--- src/rtl/cnt_pkg.sv ---
package cnt_pkg;
  localparam int NIBBLE = 4;

  typedef enum logic {
    CHAIN_RIPPLE    = 1'b0,
    CHAIN_LOOKAHEAD = 1'b1
  } chain_mode_e;
endpackage

--- src/rtl/cnt_stage.sv ---
module cnt_stage #(
  parameter int W = 4
) (
  input  logic         clk,
  input  logic         clr_n,
  input  logic         load_n,
  input  logic         en_par,
  input  logic         en_trk,
  input  logic [W-1:0] din,
  output logic [W-1:0] q,
  output logic         tc
);
  // clear > load > count > hold
  always_ff @(posedge clk or negedge clr_n) begin
    if (!clr_n)                q <= '0;
    else if (!load_n)          q <= din;
    else if (en_par && en_trk) q <= q + 1'b1;
  end

  // only the trickle enable qualifies the flag
  assign tc = en_trk & (&q);
endmodule

--- src/rtl/cnt_link.sv ---
module cnt_link
  import cnt_pkg::*;
#(
  parameter chain_mode_e MODE = CHAIN_RIPPLE
) (
  input  logic ext_par,
  input  logic prev_tc,
  input  logic head_tc,
  output logic par,
  output logic trk
);
  assign trk = prev_tc;

  generate
    if (MODE == CHAIN_LOOKAHEAD) begin : g_la
      // broadcast of lowest-stage carry, still held off by the external enable
      assign par = head_tc & ext_par;
    end else begin : g_rp
      logic unused_head;
      assign unused_head = head_tc;
      assign par = ext_par;
    end
  endgenerate
endmodule

--- src/rtl/bin_chain_counter.sv ---
module bin_chain_counter
  import cnt_pkg::*;
#(
  parameter int          STAGES = 4,
  parameter chain_mode_e MODE   = CHAIN_RIPPLE
) (
  input  logic                       clk,
  input  logic                       clr_n,
  input  logic                       load_n,
  input  logic                       cnt_en_par,
  input  logic                       cnt_en_trk,
  input  logic [NIBBLE*STAGES-1:0]   din,
  output logic [NIBBLE*STAGES-1:0]   q,
  output logic                       tc_out
);
  localparam int WIDTH = NIBBLE * STAGES;

  logic head_tc;

  genvar i;
  generate
    for (i = 0; i < STAGES; i++) begin : g_st
      logic par_w;
      logic trk_w;
      logic tc_w;

      if (i == 0) begin : g_head
        assign par_w = cnt_en_par;
        assign trk_w = cnt_en_trk;
      end else begin : g_tail
        cnt_link #(.MODE(MODE)) u_link (
          .ext_par (cnt_en_par),
          .prev_tc (g_st[i-1].tc_w),
          .head_tc (head_tc),
          .par     (par_w),
          .trk     (trk_w)
        );
      end

      cnt_stage #(.W(NIBBLE)) u_stage (
        .clk    (clk),
        .clr_n  (clr_n),
        .load_n (load_n),
        .en_par (par_w),
        .en_trk (trk_w),
        .din    (din[i*NIBBLE +: NIBBLE]),
        .q      (q[i*NIBBLE +: NIBBLE]),
        .tc     (tc_w)
      );
    end
  endgenerate

  assign head_tc = g_st[0].tc_w;
  assign tc_out  = g_st[STAGES-1].tc_w;

  logic unused_width;
  assign unused_width = (WIDTH == 0);
endmodule

--- config.mk ---
export PLATFORM = sky130hd
export DESIGN_NAME = bin_chain_counter
export DESIGN_NICKNAME = d
export VERILOG_FILES = /design/src/rtl/cnt_pkg.sv /design/src/rtl/cnt_stage.sv /design/src/rtl/cnt_link.sv /design/src/rtl/bin_chain_counter.sv
export SDC_FILE = /design/constraint.sdc
export NUM_CORES = 1
export LEC_CHECK = 0
export BUFFER_PORTS_ARGS = -buffer_cell sky130_fd_sc_hd__buf_4
export CAP_MARGIN = 20
export CORE_ASPECT_RATIO = 2
export CORE_MARGIN = 2
export CORE_UTILIZATION = 32
export DETAILED_ROUTE_END_ITERATION = 12
export GPL_ROUTABILITY_DRIVEN = 0
export HOLD_SLACK_MARGIN = 0.03
export PLACE_DENSITY = 0.58
export SLEW_MARGIN = 5
export SYNTH_ARGS = -nofsm -noshare
export SYNTH_HDL_FRONTEND = slang
export SYNTH_HIERARCHICAL = 1
export SYNTH_SLANG_ARGS = --single-unit
--- constraint.sdc ---
create_clock -name clk -period 3.78 [get_ports clk]
set_clock_uncertainty 0.1 [all_clocks]
set_input_delay 0.378 -clock clk [delete_from_list [all_inputs] [get_ports clk]]
set_output_delay 0.378 -clock clk [all_outputs]
set_load 0.03 [all_outputs]
==> results of run 1 <==
[through the flow]
| stage | cells | util (%) | total power, mW | hold slack [ps] | worst slack, ps |
|---|---|---|---|---|---|
| floorplan | 98 | - | 0.285 | -17.6 | 1210 |
| global placement | 154 | 42.8 | 0.339 | 154 | 1550 |
| detailed placement | 154 | 42.8 | 0.342 | 157 | 1520 |
| CTS | 158 | 44.6 | 0.473 | 264 | 1250 |
| global route | 158 | 44.6 | 0.493 | 286 | 1150 |
| finish | 158 | 44.6 | 0.463 | 269 | 1260 |
[layout by cell type, fill, tap and decap left out, drive strengths merged]
master       count
clkbuf           3
dfrtp           16
ha               4
or3              4
nand3            8
xor2             8
o21ai            4
a31oi            4
mux2i            4
nor2            16
and4             4
buf             37
nand2            4
a21oi           12
dlygate4sd3      1
[per-layer routing]
layer  up-vias  global-route usage [%]
li1        400                       -
met1       374                    12.6
met2        22                    26.6
met3         2                    2.26
met4         0                    8.71
met5         -                       0
[layout make-up]
cell class	count	area share [%]
multi-input cells	72	37.3
clock buffers	3	3.38
well taps	29	2.97
repair buffers	38	23.6
flip-flops and latches	16	32.8
[timing repair]
item / CTS / global route
endpoints found under the hold margin: 16 / 0
hold buffers: 1 / 0
gates resized for setup: 0 / 0
[where the power goes]
group,switching [mW],internal (mW),total (mW)
sequential,0.0195,0.188,0.208
clock,0.0554,0.0706,0.126
combinational,0.0731,0.0563,0.129
total,0.148,0.315,0.463
[worst register-to-register path: cells and delay by family (launching register included)]
family                   cells  cell delay, ps
adder cells (fa/ha/maj)      1             190
AO/OA/AOI/OAI                1             160
flip-flops                   1             400
AND/OR/NAND/NOR              5            1210
[worst max-delay path by stage]
| stage | start | endpoint | slack [ps] | cells past startpoint |
|---|---|---|---|---|
| finish | g_st[0].u_stage/q[0] | tc_out | 1260 | 6 |
| global route | g_st[0].u_stage/q[0] | tc_out | 1150 | 6 |
| CTS | g_st[0].u_stage/q[0] | tc_out | 1250 | 6 |
| detailed placement | g_st[0].u_stage/q[0] | tc_out | 1520 | 6 |
| global placement | g_st[0].u_stage/q[0] | tc_out | 1550 | 6 |
| floorplan | g_st[0].u_stage/q[0] | tc_out | 1210 | 8 |
[kinds of logic (layout without fill, tap and decap cells)]
family / after synthesis / after routing / share of synthesized area, %
flops: 16 / 16 / 43.7
buf+inv: 10 / 41 / 6.56
fa+ha+maj: 4 / 4 / 5.46
mux: 4 / 4 / 4.37
simple gates: 36 / 36 / 20.8
compound gates: 20 / 20 / 11.5
xor+xnor: 8 / 8 / 7.65
==> metrics.md, run 1 <==
| Metric | Value |
|---|---|
| Worst R2R Start | g_st[0].u_stage/q[0] |
| Post-DRT Antenna Nets | 0 |
| Worst path top cell family by delay | simple AND/OR/NAND/NOR gates |
| Power per cell area | 379 nW/um^2 |
| Post-route cell area | 1220 sq um |
| R2R depth | 7 |
| Run status | finished clean |
| Top-area cell type share of the netlist area | 43.7% |
| Vias per Instance | 5.05 |
| Register area | 400 sq um |
| Effective utilization at floorplan | 33.5% |
| Setup repair after global routing missed its margin | false |
| Number of pins exceeding their max-slew limit in the final report | 0 |
| Post-CTS setup buffer count | 0 |
| Width of the die | 41.8 microns |
| Total I/O pin count | 38 |
| Max Buffers Root-to-Sink | 2 |
| Most instantiated flip-flop cell in the synthesis netlist | sky130_fd_sc_hd__dfrtp_1 |
| Synth warnings | 6 |
| Average footprint of a synthesized cell | 9.35 sq um |
| Clock root cell | sky130_fd_sc_hd__clkbuf_8 |
| Routed length on met3 | 112 microns |
| H-tree levels | 1 |
| Synth Register Bits | 16 |
| Category of the most critical setup path | flip-flop to output port |
| Synth async-reset ratio | 100% |
| Post-route met1 wirelength | 712 microns |
| Number of buffers and inverters on the critical path | 1 |
| Aggregate global routing overflow | 0 |
| Tot GR Track Use | 13.7% |
| FP Rows | 27 |
| Class of the most critical hold timing path | primary input to flip-flop |
| Slew Limit Headroom | 79.6% |
| Core Footprint | 2740 sq um |
| Clock tree from TritonCTS | yes |
| Number of failing setup endpoints in the final timing report | 0 |
| Clock Latency Late Sink | 240 ps |
| Required time of the worst setup path | 3300 ps |
| Highest-delay cell along the critical path | sky130_fd_sc_hd__dfrtp_1 |
| Placed wire-length estimate | 1640 microns |
| Detailed-routing iteration count for the pre-antenna-repair pass | 3 |
| Terminus of the critical flop-to-flop path | g_st[3].u_stage/q[3] |
| CP Launch Type | flip-flop |
| Least-Margin Pin Slew | 305 ps |
| Critical path's largest stage delay | 420 ps |
| Final period util | 66.6% |
| Area taken by multi-input logic gates | 455 sq um |
| Overall die area | 3330 sq um |
| Detailed-route via count | 798 |
| Total placed instance area | 1170 sq um |
| Most frequent cell on the critical path | sky130_fd_sc_hd__and4_2 |
| TritonCTS sink count | 16 |
| Final hold vios | 0 |
| Synth area leader | sky130_fd_sc_hd__dfrtp_1 |
| Total Nets Final | 156 |
| Max_cap viols | 0 |
| Vias in the first global route | 850 |
| Hold path startpoint | din[1] |
| Most flop-heavy register | g_st.u_stage/q |
| Input/output buffers | 37 |
| Crit path max fanout | 4 |
| Net count after synthesis | 123 |
| Layout overhead on the synthesized area | 33.3% |
| Count of antenna diodes in the layout | 0 |
| Crit path DAT | 2040 ps |
| Wire length of the first global-routing pass | 3490 microns |
| Ordered cell list for the critical path | ha_1, and4_2, and4_2, and4_2, and4_2, buf_4 |
| Maximum VDD drop | 219 uV |
| Met2 layer wire length in the routed design | 1200 microns |
| CTS buffer count | 3 |
| Hold Path End | g_st[0].u_stage/q[1] |
| Worst Hold Depth | 3 |
| Largest net degree at the start of global routing | 33 |
| Post-synthesis sequential area ratio | 43.7% |
| Post-synth EDFFs | 0 |
| Layout cell share with drive strength beyond 1 | 37.2% |
| CTS clk-pin slew, worst paths | 60 ps |
| Highest layer used for signal routing | met4 |
| Routed length per instance | 13.0 microns |
| Static Leak | 0.559 nW |
| Synth Instances | 98 |
| DRC violations left | 0 |
| Sum of negative setup slack | 0 ps |
| Post-synthesis instance area | 916 sq um |
| Most instantiated cells after synthesis | sky130_fd_sc_hd__dfrtp_1, sky130_fd_sc_hd__nor2_1, sky130_fd_sc_hd__a21oi_1, sky130_fd_sc_hd__nand3_1, sky130_fd_sc_hd__xor2_1 |
| Antenna violations before repair | 0 |
| Total detailed-routing wirelength | 2050 microns |
| Minimum setup slack among reg-to-reg paths | 1640 ps |
| Number of DRC markers after the initial detailed-route iteration | 8 |
| Largest register FFs | 16 |
| Distinct cell type count after synthesis | 14 |
| Minimum clock period after layout | 2520 ps |
| Chip Height | 79.7 microns |
| Fill cell count | 274 |
| Most area-consuming cells after synthesis | sky130_fd_sc_hd__dfrtp_1, sky130_fd_sc_hd__xor2_1, sky130_fd_sc_hd__a21oi_1, sky130_fd_sc_hd__nor2_1, sky130_fd_sc_hd__ha_1 |
| Max Clk Rate | 397 MHz |
| Biggest registers after layout | g_st.u_stage/q (16) |
| Critical path endpoint category | output port |
Power figures use the tool's default switching activity.
==> run 2, diff against run 1 <==
- ABC_AREA: not set -> 1
- PLACE_DENSITY: 0.58 -> 0.56
- clock period: 3.78 -> 2.5 ns (I/O delays scaled with it)
==> metrics.md, run 2 <==
| Metric | Value |
|---|---|
| Static Leak | 0.793 nW |
| Run status | finished clean |
| Net count after synthesis | 187 |
| Final period util | 90.5% |
| Largest net degree at the start of global routing | 17 |
| Clock tree from TritonCTS | yes |
| Most area-consuming cells after synthesis | sky130_fd_sc_hd__dfrtp_1, sky130_fd_sc_hd__nand2_1, sky130_fd_sc_hd__nand3_1, sky130_fd_sc_hd__ha_1, sky130_fd_sc_hd__buf_4 |
| Commonest cells after routing, fill and taps aside | sky130_fd_sc_hd__nand2_1, sky130_fd_sc_hd__buf_4, sky130_fd_sc_hd__nand3_1, sky130_fd_sc_hd__dfrtp_1 |
| Largest register FFs | 16 |
| CTS buffer count | 3 |
| Distinct cell type count after synthesis | 14 |
| Max Buffers Root-to-Sink | 2 |
| Total I/O pin count | 38 |
| Setup repair after global routing missed its margin | false |
| DRC violations left | 0 |
| Overall die area | 3970 sq um |
| Post-DRT Antenna Nets | 0 |
| Least-Margin Pin Slew | 223 ps |
| Chip Height | 87.1 microns |
| Category of the most critical setup path | flip-flop to output port |
| Most instantiated flip-flop cell in the synthesis netlist | sky130_fd_sc_hd__dfrtp_1 |
| Most instantiated cells after synthesis | sky130_fd_sc_hd__nand2_1, sky130_fd_sc_hd__dfrtp_1, sky130_fd_sc_hd__nand3_1, sky130_fd_sc_hd__inv_1, sky130_fd_sc_hd__nor2_1 |
| Post-synthesis sequential area ratio | 36.2% |
| Clock Latency Late Sink | 250 ps |
| H-tree levels | 1 |
| Width of the die | 45.6 microns |
| Worst R2R Start | g_st[0].u_stage/q[0] |
| Effective utilization at floorplan | 33.1% |
| Placed wire-length estimate | 2150 microns |
| Antenna violations before repair | 0 |
| Max Clk Rate | 442 MHz |
| Terminus of the critical flop-to-flop path | g_st[3].u_stage/q[2] |
| Top-area cell type share of the netlist area | 36.2% |
| Crit path setup slack, layout | 237 ps |
| Synth Instances | 162 |
| Number of pins exceeding their max-slew limit in the final report | 0 |
| Capture point of the critical path | tc_out |
| Layout cell share with drive strength beyond 1 | 28.8% |
| Total detailed-routing wirelength | 2610 microns |
| Worst Setup SP | g_st[0].u_stage/q[0] |
| Synth Register Bits | 16 |
| Wire length of the first global-routing pass | 4490 microns |
| Maximum VDD drop | 260 uV |
| Required time of the worst setup path | 2150 ps |
| Crit path max fanout | 6 |
| FP Rows | 30 |
| Final hold vios | 0 |
| Vias in the first global route | 1110 |
| Clock root cell | sky130_fd_sc_hd__clkbuf_8 |
| Total Nets Final | 224 |
| Synth async-reset ratio | 100% |
| Slew Limit Headroom | 85.1% |
| Input/output buffers | 37 |
| Tot GR Track Use | 15.1% |
| Minimum clock period after layout | 2260 ps |
| TritonCTS sink count | 16 |
| Most common cell in the netlist | sky130_fd_sc_hd__nand2_1 |
| Synth area leader | sky130_fd_sc_hd__dfrtp_1 |
| Number of DRC markers after the initial detailed-route iteration | 15 |
| CTS clk-pin slew, worst paths | 60 ps |
| R2R depth | 12 |
| Power per cell area | 574 nW/um^2 |
| Sum of negative setup slack | 0 ps |
| Post-synthesis instance area | 1110 sq um |
| Critical path endpoint category | output port |
| Worst setup slack after placement | 526 ps |
| Count of antenna diodes in the layout | 0 |
| Crit path DAT | 1910 ps |
| Detailed-routing iteration count for the pre-antenna-repair pass | 4 |
| Max_cap viols | 0 |
| Post-synth EDFFs | 0 |
| Core Footprint | 3340 sq um |
| Detailed-route via count | 1110 |
| Synth warnings | 6 |
| Number of failing setup endpoints in the final timing report | 0 |
| Leading cell type in the layout, fill and taps excluded | sky130_fd_sc_hd__nand2_1 |
| Layout overhead on the synthesized area | 30.5% |
| CP Launch Type | flip-flop |
| Average footprint of a synthesized cell | 6.83 sq um |
| Hold path startpoint | din[10] |
| Routed length per instance | 11.3 microns |
| Minimum setup slack among reg-to-reg paths | 550 ps |
| Aggregate global routing overflow | 0 |
| Vias per Instance | 4.83 |
| Biggest registers after layout | g_st.u_stage/q (16) |
| Most flop-heavy register | g_st.u_stage/q |
| Class of the most critical hold timing path | primary input to flip-flop |
-- run 2: what timing repair did --
item	CTS	global route
endpoints found under the hold margin	16	0
gates resized for setup	0	0
buffers inserted	0	0
hold buffers	1	0
-- run 2: critical path, cell delays in order (launching register included) --
cell,delay [ps]
sky130_fd_sc_hd__dfrtp_1,430
sky130_fd_sc_hd__ha_1,200
sky130_fd_sc_hd__nand2_1,70
sky130_fd_sc_hd__nor2_1,190
sky130_fd_sc_hd__nand2_1,80
sky130_fd_sc_hd__nor2_1,150
sky130_fd_sc_hd__nand2_1,70
sky130_fd_sc_hd__nor2_1,140
sky130_fd_sc_hd__nand2_1,80
sky130_fd_sc_hd__nor2_1,90
sky130_fd_sc_hd__buf_4,160
-- run 2: worst min-delay path by stage --
stage / endpoint / slack (ps) / cells after the start
finish: g_st[2].u_stage/q[2] / 110 / 3
CTS: g_st[2].u_stage/q[2] / 110 / 3
global placement: g_st[2].u_stage/q[2] / 30 / 1
global route: g_st[1].u_stage/q[2] / 120 / 3
floorplan: g_st[0].u_stage/q[0] / -150 / 0
detailed placement: g_st[2].u_stage/q[2] / 30 / 1
-- run 2: routing by layer --
layer / wire [microns] / vias to the layer above / part of all wire [%] / global-route usage, %
met5: 0 / - / 0 / 0
met2: 1530 / 25 / 58 / 29.3
met3: 90 / 4 / 3.4 / 2.07
li1: - / 577 / - / -
met1: 951 / 504 / 36 / 14.2
met4: 42 / 0 / 1.6 / 6.42
-- run 2: logic make-up (layout without fill, tap and decap cells) --
group                    Yosys count  count (layout)  share of synthesized area (%)
AND/OR/NAND/NOR                  108             108                           43.9
buffers and inverters             26              62                           10.9
flip-flops                        16              16                           36.2
AO/OA/AOI/OAI                      8               8                           4.53
adder cells (fa/ha/maj)            4               4                           4.53
-- run 2: area by class of cell --
class / instances / area (sq um)
Timing Repair Buffer: 38 / 288
Sequential cell: 16 / 400
Multi-Input combinational cell: 120 / 586
Fill cell: 346 / 1900
Tap cell: 32 / 40.0
Clock buffer: 4 / 55.1
Inverter: 20 / 75.1
-- run 2: where the power goes --
| group | total, mW | switching [mW] | internal, mW | leakage [nW] |
|---|---|---|---|---|
| clock network | 0.232 | 0.0920 | 0.140 | 0.0288 |
| logic | 0.258 | 0.152 | 0.106 | 0.570 |
| registers | 0.338 | 0.0479 | 0.290 | 0.194 |
| total | 0.828 | 0.292 | 0.536 | 0.793 |
-- run 2: stage by stage --
step | power (mW) | cell area (sq um) | instances | hold slack (ps) | utilization [%]
6_report | 0.828 | 1440 | 230 | 110 | 43.2
5_1_grt | 0.885 | 1440 | 230 | 116 | 43.2
4_1_cts | 0.844 | 1440 | 230 | 107 | 43.2
3_5_place_dp | 0.603 | 1380 | 225 | 28.0 | 41.3
3_3_place_gp | 0.600 | 1380 | 225 | 31.9 | 41.3
2_1_floorplan | 0.492 | 1110 | 162 | -146 | -
==> run 3, diff against run 2 <==
- CORE_ASPECT_RATIO: 2 -> not set
==> metrics.md, run 3 (synthesis results as in run 2) <==
| Metric | Value |
|---|---|
| Total detailed-routing wirelength | 2500 microns |
| Final hold vios | 0 |
| Tot GR Track Use | 14.2% |
| Required time of the worst setup path | 2150 ps |
| Least-Margin Pin Slew | 220 ps |
| CP Launch Type | flip-flop |
| Run status | finished clean |
| Largest net degree at the start of global routing | 17 |
| DRC violations left | 0 |
| Critical path endpoint category | output port |
| Overall die area | 3940 sq um |
| Internal power component | 453 uW |
| Slew Limit Headroom | 85.4% |
| Layout cell share with drive strength beyond 1 | 28.4% |
| Number of pins exceeding their max-slew limit in the final report | 0 |
| Width of the die | 62.8 microns |
| Effective utilization at floorplan | 33.1% |
| CTS clk-pin slew, worst paths | 100 ps |
| Vias in the first global route | 1052 |
| Input/output buffers | 37 |
| Crit path max fanout | 6 |
| Core Footprint | 3340 sq um |
| Biggest registers after layout | g_st.u_stage/q (16) |
| Antenna violations before repair | 0 |
| Placed Instances | 239 |
| Static Leak | 0.778 nW |
| Register area | 400 sq um |
| Switching part of the total power | 38.5% |
| FP Rows | 21 |
| Detailed-route via count | 1080 |
| Sum of negative setup slack | 0 ps |
| Post-CTS resize count | 0 |
| Power per cell area | 515 nW/um^2 |
| Clock tree from TritonCTS | yes |
| Setup repair after global routing missed its margin | false |
| Clock power share | 18.8% |
| Max Buffers Root-to-Sink | 2 |
| Max_cap viols | 0 |
| Final cell count without fillers | 243 |
| Number of DRC markers after the initial detailed-route iteration | 54 |
| Fill cell count | 359 |
| Largest register FFs | 16 |
| Area taken by multi-input logic gates | 586 sq um |
| Category of the most critical setup path | flip-flop to output port |
| Maximum VDD drop | 323 uV |
| Crit path DAT | 1950 ps |
| Detailed-routing iteration count for the pre-antenna-repair pass | 4 |
| CTS buffer count | 3 |
| Count of antenna diodes in the layout | 0 |
| Aggregate global routing overflow | 0 |
| Minimum clock period after layout | 2300 ps |
| Vias per Instance | 4.44 |
| Chip Height | 62.8 microns |
| Number of failing setup endpoints in the final timing report | 0 |
| Max Clk Rate | 435 MHz |
| Final Hold Slack | 80.7 ps |
| Clock root cell | sky130_fd_sc_hd__clkbuf_4 |
| Wire length of the first global-routing pass | 4550 microns |
| Leading cell type in the layout, fill and taps excluded | sky130_fd_sc_hd__nand2_1 |
| Placed wire-length estimate | 2000 microns |
| TritonCTS sink count | 16 |
| Commonest cells after routing, fill and taps aside | sky130_fd_sc_hd__nand2_1, sky130_fd_sc_hd__buf_4, sky130_fd_sc_hd__nand3_1, sky130_fd_sc_hd__dfrtp_1 |
| Portion of total power attributed to combinational logic | 35.4% |
| Total Nets Final | 224 |
| Total I/O pin count | 38 |
| Post-CTS setup buffer count | 0 |
| Clock Latency Late Sink | 280 ps |
| Power spent charging and discharging nets | 283 uW |
| H-tree levels | 1 |
| Layout overhead on the synthesized area | 29.2% |
| Share of power burned in registers | 45.8% |
| Class of the most critical hold timing path | primary input to flip-flop |
| Routed length per instance | 10.3 microns |
| Post-DRT Antenna Nets | 0 |
| # hold bufs at CTS | 1 |
| Minimum setup slack among reg-to-reg paths | 570 ps |
| Most flop-heavy register | g_st.u_stage/q |
| Final period util | 92.1% |
==> run 3: critical path, stage by stage (launching register included) <==
cell and delay, ps:
sky130_fd_sc_hd__dfrtp_1 440, sky130_fd_sc_hd__ha_1 190, sky130_fd_sc_hd__nand2_1 70, sky130_fd_sc_hd__nor2_1 180, sky130_fd_sc_hd__nand2_1 70, sky130_fd_sc_hd__nor2_1 150, sky130_fd_sc_hd__nand2_1 70, sky130_fd_sc_hd__nor2_1 150
sky130_fd_sc_hd__nand2_1 70, sky130_fd_sc_hd__nor2_1 110, sky130_fd_sc_hd__buf_4 170
==> run 3: layout make-up <==
class | count | area share (%)
Inverter | 20 | 5.25
Sequential cell | 16 | 28.0
Timing Repair Buffer | 38 | 20.1
Clock buffer | 3 | 1.58
Tap cell | 46 | 4.03
Multi-Input combinational cell | 120 | 41.0
==> run 3: per-layer routing <==
metal	track usage, %	routed length [microns]
met1	18.0	1180
met2	24.3	1170
met3	3.96	124
met4	2.50	20
met5	0	0
==> run 3: final timing paths <==
kind | start | endpoint | cells after the start
max | g_st[0].u_stage/q[0] | tc_out | 10
min | din[6] | g_st[1].u_stage/q[2] | 3
max in group asynchronous | clr_n | g_st[0].u_stage/q[2] | 2
min reg2reg | g_st[1].u_stage/q[1] | g_st[1].u_stage/q[1] | 2
max reg2reg | g_st[0].u_stage/q[0] | g_st[3].u_stage/q[2] | 12
min in group asynchronous | clr_n | g_st[2].u_stage/q[1] | 2
==> run 3: metrics by stage <==
| step | cell area [sq um] | worst slack (ps) | util, % | total power, mW |
|---|---|---|---|---|
| finish | 1430 | 199 | 42.8 | 0.736 |
| global placement | 1400 | 556 | 41.8 | 0.599 |
| global route | 1430 | 38.5 | 42.8 | 0.791 |
| detailed placement | 1400 | 527 | 41.8 | 0.604 |
| floorplan | 1110 | 133 | - | 0.492 |
| CTS | 1430 | 194 | 42.8 | 0.747 |
==> run 3: power by group through the flow <==
stage                     clock, mW  combinational [mW]  sequential (mW)
after floorplan                   0              0.0965            0.396
after global placement            0               0.259            0.340
after detailed placement          0               0.261            0.342
after CTS                     0.146               0.264            0.337
after global routing          0.156               0.290            0.346
final                         0.138               0.260            0.337
